## src/rtl/decade_pkg.sv

```systemverilog
package decade_pkg;

  // Strobes sent from the control to the datapath each cycle.
  typedef struct packed {
    logic advTwo;   // toggle the divide-by-two stage
    logic advFive;  // step the divide-by-five stage
  } stageStrobe_t;

  localparam int unsigned FIVE_MOD = 5;
  localparam int unsigned FIVE_W   = $clog2(FIVE_MOD);
  localparam int unsigned NIB_W    = FIVE_W + 1;

endpackage

```

## src/rtl/decade_edge.sv

```systemverilog
// Brings one asynchronous count input into the clock domain and flags its
// high-to-low transitions with a single-cycle pulse.
module decade_edge #(
  parameter int unsigned SYNC_STAGES = 2
) (
  input  logic clk,
  input  logic clr,
  input  logic din,
  output logic fall
);

  localparam int unsigned TOP = SYNC_STAGES - 1;

  logic [TOP:0] syncQ;
  logic         prevQ;

  generate
    if (SYNC_STAGES == 1) begin : gSingle
      always_ff @(posedge clk or posedge clr) begin
        if (clr) syncQ <= '0;
        else     syncQ <= din;
      end
    end else begin : gChain
      always_ff @(posedge clk or posedge clr) begin
        if (clr) syncQ <= '0;
        else     syncQ <= {syncQ[TOP-1:0], din};
      end
    end
  endgenerate

  always_ff @(posedge clk or posedge clr) begin
    if (clr) prevQ <= 1'b0;
    else     prevQ <= syncQ[TOP];
  end

  assign fall = prevQ & ~syncQ[TOP];

endmodule

```

## src/rtl/decade_ctrl.sv

```systemverilog
// Control for one counter: release synchroniser, input edge detection,
// carry detection between stages, and mode steering.
module decade_ctrl
  import decade_pkg::*;
#(
  parameter int unsigned SYNC_STAGES = 2
) (
  input  logic         clk,
  input  logic         clr,
  input  logic         biQuinary,
  input  logic         tickTwo,
  input  logic         tickFive,
  input  logic         qA,
  input  logic         qD,
  output stageStrobe_t strobe
);

  logic [1:0] relSync;
  logic       rstDone;
  logic       fallTwo;
  logic       fallFive;
  logic       qAPrev;
  logic       qDPrev;
  logic       carryA;
  logic       carryD;

  always_ff @(posedge clk or posedge clr) begin
    if (clr) relSync <= '0;
    else     relSync <= {relSync[0], 1'b1};
  end
  assign rstDone = relSync[1];

  decade_edge #(.SYNC_STAGES(SYNC_STAGES)) u_edgeTwo (
    .clk(clk), .clr(clr), .din(tickTwo), .fall(fallTwo)
  );

  decade_edge #(.SYNC_STAGES(SYNC_STAGES)) u_edgeFive (
    .clk(clk), .clr(clr), .din(tickFive), .fall(fallFive)
  );

  always_ff @(posedge clk or posedge clr) begin
    if (clr) begin
      qAPrev <= 1'b0;
      qDPrev <= 1'b0;
    end else begin
      qAPrev <= qA;
      qDPrev <= qD;
    end
  end

  assign carryA = qAPrev & ~qA;
  assign carryD = qDPrev & ~qD;

  always_comb begin
    strobe = '0;
    if (rstDone) begin
      strobe.advTwo  = biQuinary ? carryD   : fallTwo;
      strobe.advFive = biQuinary ? fallFive : carryA;
    end
  end


  quietRelease_chk: assert property (@(posedge clk) disable iff (clr)
    $rose(rstDone) |-> (!strobe.advTwo && !strobe.advFive));


  bcdCarry_chk: assert property (@(posedge clk) disable iff (clr)
    (!biQuinary && strobe.advFive) |-> ($past(qA) && !qA));

endmodule

```

## src/rtl/decade_dp.sv

```systemverilog
// Datapath for one counter: the divide-by-two and divide-by-five stages.
module decade_dp
  import decade_pkg::*;
(
  input  logic         clk,
  input  logic         clr,
  input  stageStrobe_t strobe,
  output logic         qA,
  output logic         qB,
  output logic         qC,
  output logic         qD
);

  localparam logic [FIVE_W-1:0] FIVE_LAST = FIVE_W'(FIVE_MOD - 1);

  logic [FIVE_W-1:0] fiveCnt;

  always_ff @(posedge clk or posedge clr) begin
    if (clr)                qA <= 1'b0;
    else if (strobe.advTwo) qA <= ~qA;
  end

  always_ff @(posedge clk or posedge clr) begin
    if (clr) fiveCnt <= '0;
    else if (strobe.advFive) begin
      if (fiveCnt == FIVE_LAST) fiveCnt <= '0;
      else                      fiveCnt <= fiveCnt + 1'b1;
    end
  end

  assign qB = fiveCnt[0];
  assign qC = fiveCnt[1];
  assign qD = fiveCnt[2];


  fiveRange_chk: assert property (@(posedge clk) disable iff (clr)
    fiveCnt <= FIVE_LAST);


  fiveWrap_chk: assert property (@(posedge clk) disable iff (clr)
    (strobe.advFive && fiveCnt == FIVE_LAST) |=> (fiveCnt == '0));


  qaHold_chk: assert property (@(posedge clk) disable iff (clr)
    !strobe.advTwo |=> $stable(qA));

endmodule

```

## src/rtl/dual_decade_counter.sv

```systemverilog
module dual_decade_counter
  import decade_pkg::*;
#(
  parameter int unsigned NUM_UNITS   = 2,
  parameter int unsigned SYNC_STAGES = 2
) (
  input  logic                       clk,
  input  logic [NUM_UNITS-1:0]       unitClr,
  input  logic [NUM_UNITS-1:0]       biQuinary,
  input  logic [NUM_UNITS-1:0]       tickTwo,
  input  logic [NUM_UNITS-1:0]       tickFive,
  output logic [NUM_UNITS*NIB_W-1:0] countQ
);

  generate
    for (genvar u = 0; u < NUM_UNITS; u++) begin : gUnit
      stageStrobe_t strobe;
      logic qA, qB, qC, qD;

      decade_ctrl #(.SYNC_STAGES(SYNC_STAGES)) u_ctrl (
        .clk(clk), .clr(unitClr[u]), .biQuinary(biQuinary[u]),
        .tickTwo(tickTwo[u]), .tickFive(tickFive[u]),
        .qA(qA), .qD(qD), .strobe(strobe)
      );

      decade_dp u_dp (
        .clk(clk), .clr(unitClr[u]), .strobe(strobe),
        .qA(qA), .qB(qB), .qC(qC), .qD(qD)
      );

      assign countQ[u*NIB_W +: NIB_W] = {qD, qC, qB, qA};
    end
  endgenerate

endmodule

```

## config.mk

```make
export PLATFORM = sky130hd
export DESIGN_NAME = dual_decade_counter
export DESIGN_NICKNAME = d
export VERILOG_FILES = /design/src/rtl/decade_pkg.sv /design/src/rtl/decade_edge.sv /design/src/rtl/decade_ctrl.sv /design/src/rtl/decade_dp.sv /design/src/rtl/dual_decade_counter.sv
export SDC_FILE = /design/constraint.sdc
export NUM_CORES = 1
export LEC_CHECK = 0
export BUFFER_PORTS_ARGS = -buffer_cell sky130_fd_sc_hd__buf_2
export CAP_MARGIN = 20
export CORE_MARGIN = 5
export CORE_UTILIZATION = 40
export CTS_CLUSTER_SIZE = 14
export DETAILED_ROUTE_END_ITERATION = 10
export SYNTH_ARGS = -nofsm -noshare
export SYNTH_HDL_FRONTEND = slang
export SYNTH_SLANG_ARGS = --single-unit
```

## constraint.sdc

```tcl
create_clock -name clk -period 1.44 [get_ports clk]
set_input_delay 0.144 -clock clk [delete_from_list [all_inputs] [get_ports clk]]
set_output_delay 0.144 -clock clk [all_outputs]
set_load 0.02 [all_outputs]
```

Word level (Yosys, flattened, before mapping)

Index checks and enable logic that the tools add are counted.

Register bits: 28
Word-level logic and storage cells: 46
Output and inout port bits: 8
Memories kept: 0
Bits of input ports: 9
Bits in latches: 0
RAM bits: 0
Memory bits (read-only): 0

$add $sub $neg: 2
Eq/ne operators: 2
Order comparisons: 0
Reductions and logical operators: 0
Shift-type cells: 0
Muxes and demuxes: 8
$mul: 0
Div/mod/pow operators: 0
Bitwise operators: 16

Operators by type and width:

| operator            | count |
|---|---|
| $and 1x1->1         | 8 |
| $not 1->1           | 8 |
| $add 3x1->3 const B | 2 |
| $eq 3x3->1 const B  | 2 |
| $mux 3              | 2 |
| $mux 1              | 4 |
| $mux 2              | 2 |

Longest topological paths before layout

Word-level depth: 4
Gate-level depth with buffers: 4

Cells and area by module

From an unflattened synthesis, not the netlist that was laid out.

Cell total of the unflattened synthesis: 88
Area total of the unflattened synthesis: 1,111.1 um^2

By module, submodules not included:

| module              | times used | cells an instance | sequential area each (um^2) | area an instance (um^2) |
|---|---|---|---|---|
| decade_dp           | 2          | 19                | 100.1                       | 196.4 |
| decade_edge         | 4          | 5                 | 75.1                        | 92.6 |
| decade_ctrl         | 2          | 11                | 100.1                       | 143.9 |
| dual_decade_counter | 1          | 8                 | 0.0                         | 60.1 |

Worst setup path after synthesis

No wires, ideal clock.

Path type: register to register
Start point: register gUnit[1].u_dp.fiveCnt[0]
End point: register gUnit[1].u_dp.fiveCnt[2]
Library setup time: 121 ps
Buffers on the path: 0
Slack: 284 ps
Data arrival time: 1,035 ps
Cell stages (with the launch flop): 5
Path through: dfrtp_1 -> inv_1 -> ha_1 -> a2bb2o_4 -> a22o_1

Word-level cells in the longest chain between the ends: 2
Elaborated cells between the ends (all ways): 3
Classes of those cells: add/sub (1); eq/ne (1); mux (1)

RTL lines:

| item                                             | RTL line                         | source |
|---|---|---|
| from (decl)                                      | decade_dp.sv:16                  | `logic [FIVE_W-1:0] fiveCnt;` |
| from (signal assigned)                           | decade_dp.sv:27                  | `else fiveCnt <= fiveCnt + 1'b1;` |
| $add 3x1->3 / $eq 3x3->1 (equally long branches) | decade_dp.sv:27, decade_dp.sv:26 |  |
| $mux 3 *                                         | decade_dp.sv:26                  | `if (fiveCnt == FIVE_LAST) fiveCnt <= '0;` |

Mark *: on every way between the ends. The rest lies on a longest branch, timed or not.
A chain may end at the register's enable or synchronous reset.

Worst setup path in the final report

Ends and elaborated chain as after synthesis.

==> impl_results.html <==
<table>
<tr><th>Metric</th><th>Value</th></tr>
<tr><th colspan="2">Critical path</th></tr>
<tr><td>FF-to-FF Start</td><td>gUnit[1].u_dp.fiveCnt[0]</td></tr>
<tr><td>Number of cells on the critical path</td><td>4</td></tr>
<tr><td>Worst setup path class</td><td>flop to flop</td></tr>
<tr><td>Bufs and invs on worst path</td><td>1</td></tr>
<tr><td>Minimum setup slack among reg-to-reg paths</td><td>190 ps</td></tr>
<tr><td>Capturing point of the worst reg2reg path</td><td>gUnit[1].u_dp.fiveCnt[2]</td></tr>
<tr><td>Capturing element of the worst setup path</td><td>gUnit[1].u_dp.fiveCnt[2]</td></tr>
<tr><td>Crit. End Element</td><td>flop</td></tr>
<tr><td>Type of element launching the critical path</td><td>flop</td></tr>
<tr><td>Slowest cell delay on critical path</td><td>450 ps</td></tr>
<tr><td>Critical-path cell with the highest stage delay</td><td>dfrtp_1</td></tr>
<tr><td>CP Data Required Time</td><td>between 1500 and 2000 ps</td></tr>
<tr><td>CP startpoint</td><td>gUnit[1].u_dp.fiveCnt[0]</td></tr>
<tr><td>Data arrival, critical path</td><td>approximately 1500 ps</td></tr>
<tr><td>Worst Reg2Reg Path Length in Cells</td><td>4</td></tr>
<tr><td>Peak fanout along the critical path</td><td>5</td></tr>
<tr><td>Cell-by-cell listing of the critical path</td><td>inv_1 &gt; ha_1 &gt; a2bb2o_4 &gt; a22o_1</td></tr>
<tr><td>Crit path max-delay family</td><td>flip-flops</td></tr>
<tr><th colspan="2">Run</th></tr>
<tr><td>Total of max-cap violations</td><td>0</td></tr>
<tr><th colspan="2">Global route</th></tr>
<tr><td>Wire length of the first global-routing pass</td><td>2870 um</td></tr>
<tr><td>Global-route congestion overflow total</td><td>0</td></tr>
<tr><td>GRT Total Usage</td><td>a little under a tenth</td></tr>
<tr><td>Number of antenna violations at the first check in global routing</td><td>0</td></tr>
<tr><td>Via count of the first global-routing pass</td><td>608</td></tr>
<tr><td>Pin count of the biggest net entering global routing</td><td>17</td></tr>
<tr><th colspan="2">STA</th></tr>
<tr><td>Minimum period implied by the final worst setup slack</td><td>1250 ps</td></tr>
<tr><td>Max-slew violation count</td><td>0</td></tr>
<tr><td>F_max</td><td>~800 MHz</td></tr>
<tr><td>Worst slew pin tran</td><td>around 520 ps</td></tr>
<tr><td>Post-route fraction of the period consumed by the critical path</td><td>just under 90%</td></tr>
<tr><td>Number of failing hold endpoints at the final stage</td><td>0</td></tr>
<tr><td>Setup Viol. Count Final</td><td>0</td></tr>
<tr><td>Post-route setup TNS</td><td>0 ps</td></tr>
<tr><td>Worst slew slack as a fraction of its limit</td><td>approximately 65%</td></tr>
<tr><td>Setup skew after layout</td><td>7.72 ps</td></tr>
<tr><td>Setup repair after global routing missed its margin</td><td>no</td></tr>
<tr><th colspan="2">Pwr</th></tr>
<tr><td>Worst ir drop on vdd</td><td>about 1 mV</td></tr>
<tr><td>Pwr per Cell Area</td><td>1850 nW/um2</td></tr>
<tr><td>LEAKAGE</td><td>approximately 0.61 nW</td></tr>
<tr><th colspan="2">Placed design</th></tr>
<tr><td>HPWL reported at the end of detailed placement</td><td>1130 um</td></tr>
<tr><td>Input/output buffers</td><td>16</td></tr>
<tr><td>Post-place instance area</td><td>1170 um2</td></tr>
<tr><td>Routability congestion estimate from global placement</td><td>just over 0.7</td></tr>
<tr><th colspan="2">Route</th></tr>
<tr><td>Highest metal layer with signal wires</td><td>met4</td></tr>
<tr><td>Length of the first detailed-routing pass in iterations</td><td>2</td></tr>
<tr><td>Number of design rule violations left after detail routing</td><td>0</td></tr>
<tr><td>Antenna violation net count after detailed routing</td><td>0</td></tr>
<tr><td>Vias</td><td>565</td></tr>
<tr><td>WL met3</td><td>approximately 76 um</td></tr>
<tr><td>Number of DRC markers in iteration 0</td><td>14</td></tr>
<tr><td>Number of vias per cell</td><td>4.56</td></tr>
<tr><td>Routed wl met2</td><td>706 um</td></tr>
<tr><td>Routed Wire Length</td><td>1540 um</td></tr>
<tr><td>Routed met1 length</td><td>733 um</td></tr>
<tr><td>DR WL/cell</td><td>12.4 um</td></tr>
<tr><th colspan="2">Final layout</th></tr>
<tr><td>FILL cells</td><td>254</td></tr>
<tr><td>Final net count</td><td>107</td></tr>
<tr><td>Final antenna diode count</td><td>0</td></tr>
<tr><td>Share of final-layout standard cells stronger than drive strength 1</td><td>32.3%</td></tr>
<tr><td>Final design instance area without fill</td><td>1290 um2</td></tr>
<tr><td>Total area of sequential cells</td><td>701 um2</td></tr>
<tr><td>Total area of multi-input combinational cells</td><td>324 um2</td></tr>
<tr><td>Area added between synthesis and finish</td><td>16.6%</td></tr>
<tr><th colspan="2">Synth</th></tr>
<tr><td>Synth area leaders</td><td>dfrtp_1, buf_4, nand4bb_4</td></tr>
<tr><td>Main synth FF type</td><td>dfrtp_1</td></tr>
<tr><td>Count of yosys warnings during synthesis</td><td>0</td></tr>
<tr><td>Synthesized instance count</td><td>73</td></tr>
<tr><td>Number of flops mapped to enable cells by yosys</td><td>0</td></tr>
<tr><td>Most frequent cells after synthesis</td><td>dfrtp_1, buf_4, inv_1</td></tr>
<tr><td>Flip-flop and latch count after synthesis</td><td>28</td></tr>
<tr><td>Post-synthesis async set-or-reset flop share</td><td>100%</td></tr>
<tr><td>Avg Inst Size Synth</td><td>15.1 um2</td></tr>
<tr><td>Biggest area consumer among synthesized cells</td><td>dfrtp_1</td></tr>
<tr><td>Unique masters post-synth</td><td>18</td></tr>
<tr><td>Top-count cell post-synth</td><td>dfrtp_1</td></tr>
<tr><td>Portion of the post-synthesis area used by sequential elements</td><td>63.5%</td></tr>
<tr><td>Top-area cell type share of the netlist area</td><td>63.5%</td></tr>
<tr><td>Cell area after synthesis</td><td>1100 um2</td></tr>
<tr><th colspan="2">Floorplan</th></tr>
<tr><td>Core Box Area</td><td>2710 um2</td></tr>
<tr><td>Number of primary I/O pins</td><td>17</td></tr>
<tr><td># rows</td><td>19</td></tr>
<tr><td>Die footprint</td><td>3910 um2</td></tr>
<tr><td>Die Wd</td><td>62.5 um</td></tr>
<tr><td>Die outline height</td><td>62.5 um</td></tr>
<tr><td>Starting Density</td><td>40.7%</td></tr>
<tr><th colspan="2">Clocking</th></tr>
<tr><td>Buffer cell driving the clock tree root</td><td>clkbuf_4</td></tr>
<tr><td>Number of setup buffers added after CTS</td><td>0</td></tr>
<tr><td>Clock tree from TritonCTS</td><td>yes</td></tr>
<tr><td>Count of hold buffers inserted by post-cts repair</td><td>6</td></tr>
<tr><td>Clock transition at the register clock pins on the worst setup and hold paths after CTS</td><td>around 140 ps</td></tr>
<tr><td>Number of buffers on the longest clock path</td><td>2</td></tr>
<tr><td>Sink Count</td><td>28</td></tr>
<tr><td>Num CTS Buffers</td><td>3</td></tr>
<tr><td>Clock insertion delay at the later pin of the skew report</td><td>between 300 and 400 ps</td></tr>
<tr><td>Cts repair resizes</td><td>0</td></tr>
<tr><td>Count of H-tree levels built during CTS</td><td>1</td></tr>
<tr><th colspan="2">Min path</th></tr>
<tr><td>Min-delay worst type</td><td>input pin to flop</td></tr>
<tr><th colspan="2">Outcome</th></tr>
<tr><td>Run status</td><td>finished, final reports clean</td></tr>
</table>
-- per-stage QoR --
stage | util, % | power (mW) | setup slack (ps) | std cells | hold slack (ps)
after floorplan | - | 1.82 | 284 | 74 | 33.2
final | 47.5 | 2.38 | 187 | 124 | 275
after global placement | 43.3 | 1.88 | 226 | 114 | 187
after CTS | 47.5 | 2.42 | 172 | 124 | 271
after global routing | 47.5 | 2.55 | 115 | 124 | 283
after detailed placement | 43.3 | 1.90 | 201 | 114 | 201
-- registers in the layout (all words and copies together) (netlist names) --
signal / flops
gUnit.u_ctrl.u_edgeTwo.syncQ: 4
gUnit.u_ctrl.qDPrev: 2
gUnit.u_ctrl.u_edgeFive.syncQ: 4
gUnit.u_ctrl.relSync: 4
gUnit.u_dp.qA: 2
gUnit.u_ctrl.u_edgeFive.prevQ: 2
gUnit.u_ctrl.u_edgeTwo.prevQ: 2
gUnit.u_ctrl.qAPrev: 2
gUnit.u_dp.fiveCnt: 6
-- worst reg2reg max path, cell delays in order (launching register included) --
cell and delay [ps]:
dfrtp_1 450, inv_1 80, ha_1 190, a2bb2o_4 220, a22o_1 220
-- worst min-delay path by stage --
stage	start	to	slack [ps]	depth (start not counted)
floorplan	unitClr[0]	gUnit[0].u_ctrl.qAPrev	30	1
global placement	unitClr[1]	gUnit[1].u_ctrl.u_edgeFive.syncQ[0]	190	2
detailed placement	unitClr[1]	gUnit[1].u_ctrl.relSync[0]	200	2
CTS	biQuinary[0]	gUnit[0].u_dp.qA	270	4
global route	biQuinary[0]	gUnit[0].u_dp.qA	280	4
finish	biQuinary[0]	gUnit[0].u_dp.qA	270	4
-- area by class of cell --
cell class | count | area share [%]
well taps | 31 | 3.02
clock inverters | 1 | 2.33
inverters | 6 | 1.75
repair buffers | 23 | 11.5
clock buffers | 3 | 1.75
flip-flops and latches | 28 | 54.5
multi-input cells | 32 | 25.2
-- placed cells by master (no fill, tap or decap) --
cell type      synthesis  final
dfrtp_1               28     28
and3b_1                1      1
nand4b_1               2      2
clkbuf_4               0      3
xnor2_1                2      2
inv_1                  6      6
a21oi_1                2      2
a2bb2o_4               2      2
dlygate4sd3_1          0      6
nor3b_1                2      2
ha_1                   4      4
nor2b_1                2      2
buf_2                  0     16
and3b_2                1      1
conb_1                 1      2
mux2_2                 4      4
nand2_1                2      2
bufinv_16              0      1
nand4bb_4              2      2
a22o_1                 2      2
o21ai_0                2      2
buf_4                  8      1
-- power by group --
| part | internal [mW] | leakage (nW) | switching [mW] | total (mW) |
|---|---|---|---|---|
| clock network | 0.282 | 0.0279 | 0.219 | 0.501 |
| logic | 0.386 | 0.254 | 0.358 | 0.745 |
| registers | 0.972 | 0.332 | 0.164 | 1.14 |
-- metal layers --
layer / vias up / GRT usage [%]
met5: - / 0
met4: 0 / 3.18
met2: 13 / 13.6
met1: 274 / 12.1
li1: 276 / -
met3: 2 / 3.60
-- cell families after synthesis --
kind of cell,count (synthesis),share of synthesized area (%)
flip-flops,28,63.5
adder cells (fa/ha/maj),4,4.54
AND/OR/NAND/NOR,12,11.5
AO/OA/AOI/OAI,8,7.03
buffers and inverters,14,7.48
multiplexers,4,4.08
XOR/XNOR,2,1.59
other,1,0.340
No activity file was read; power rests on OpenSTA's default activity.
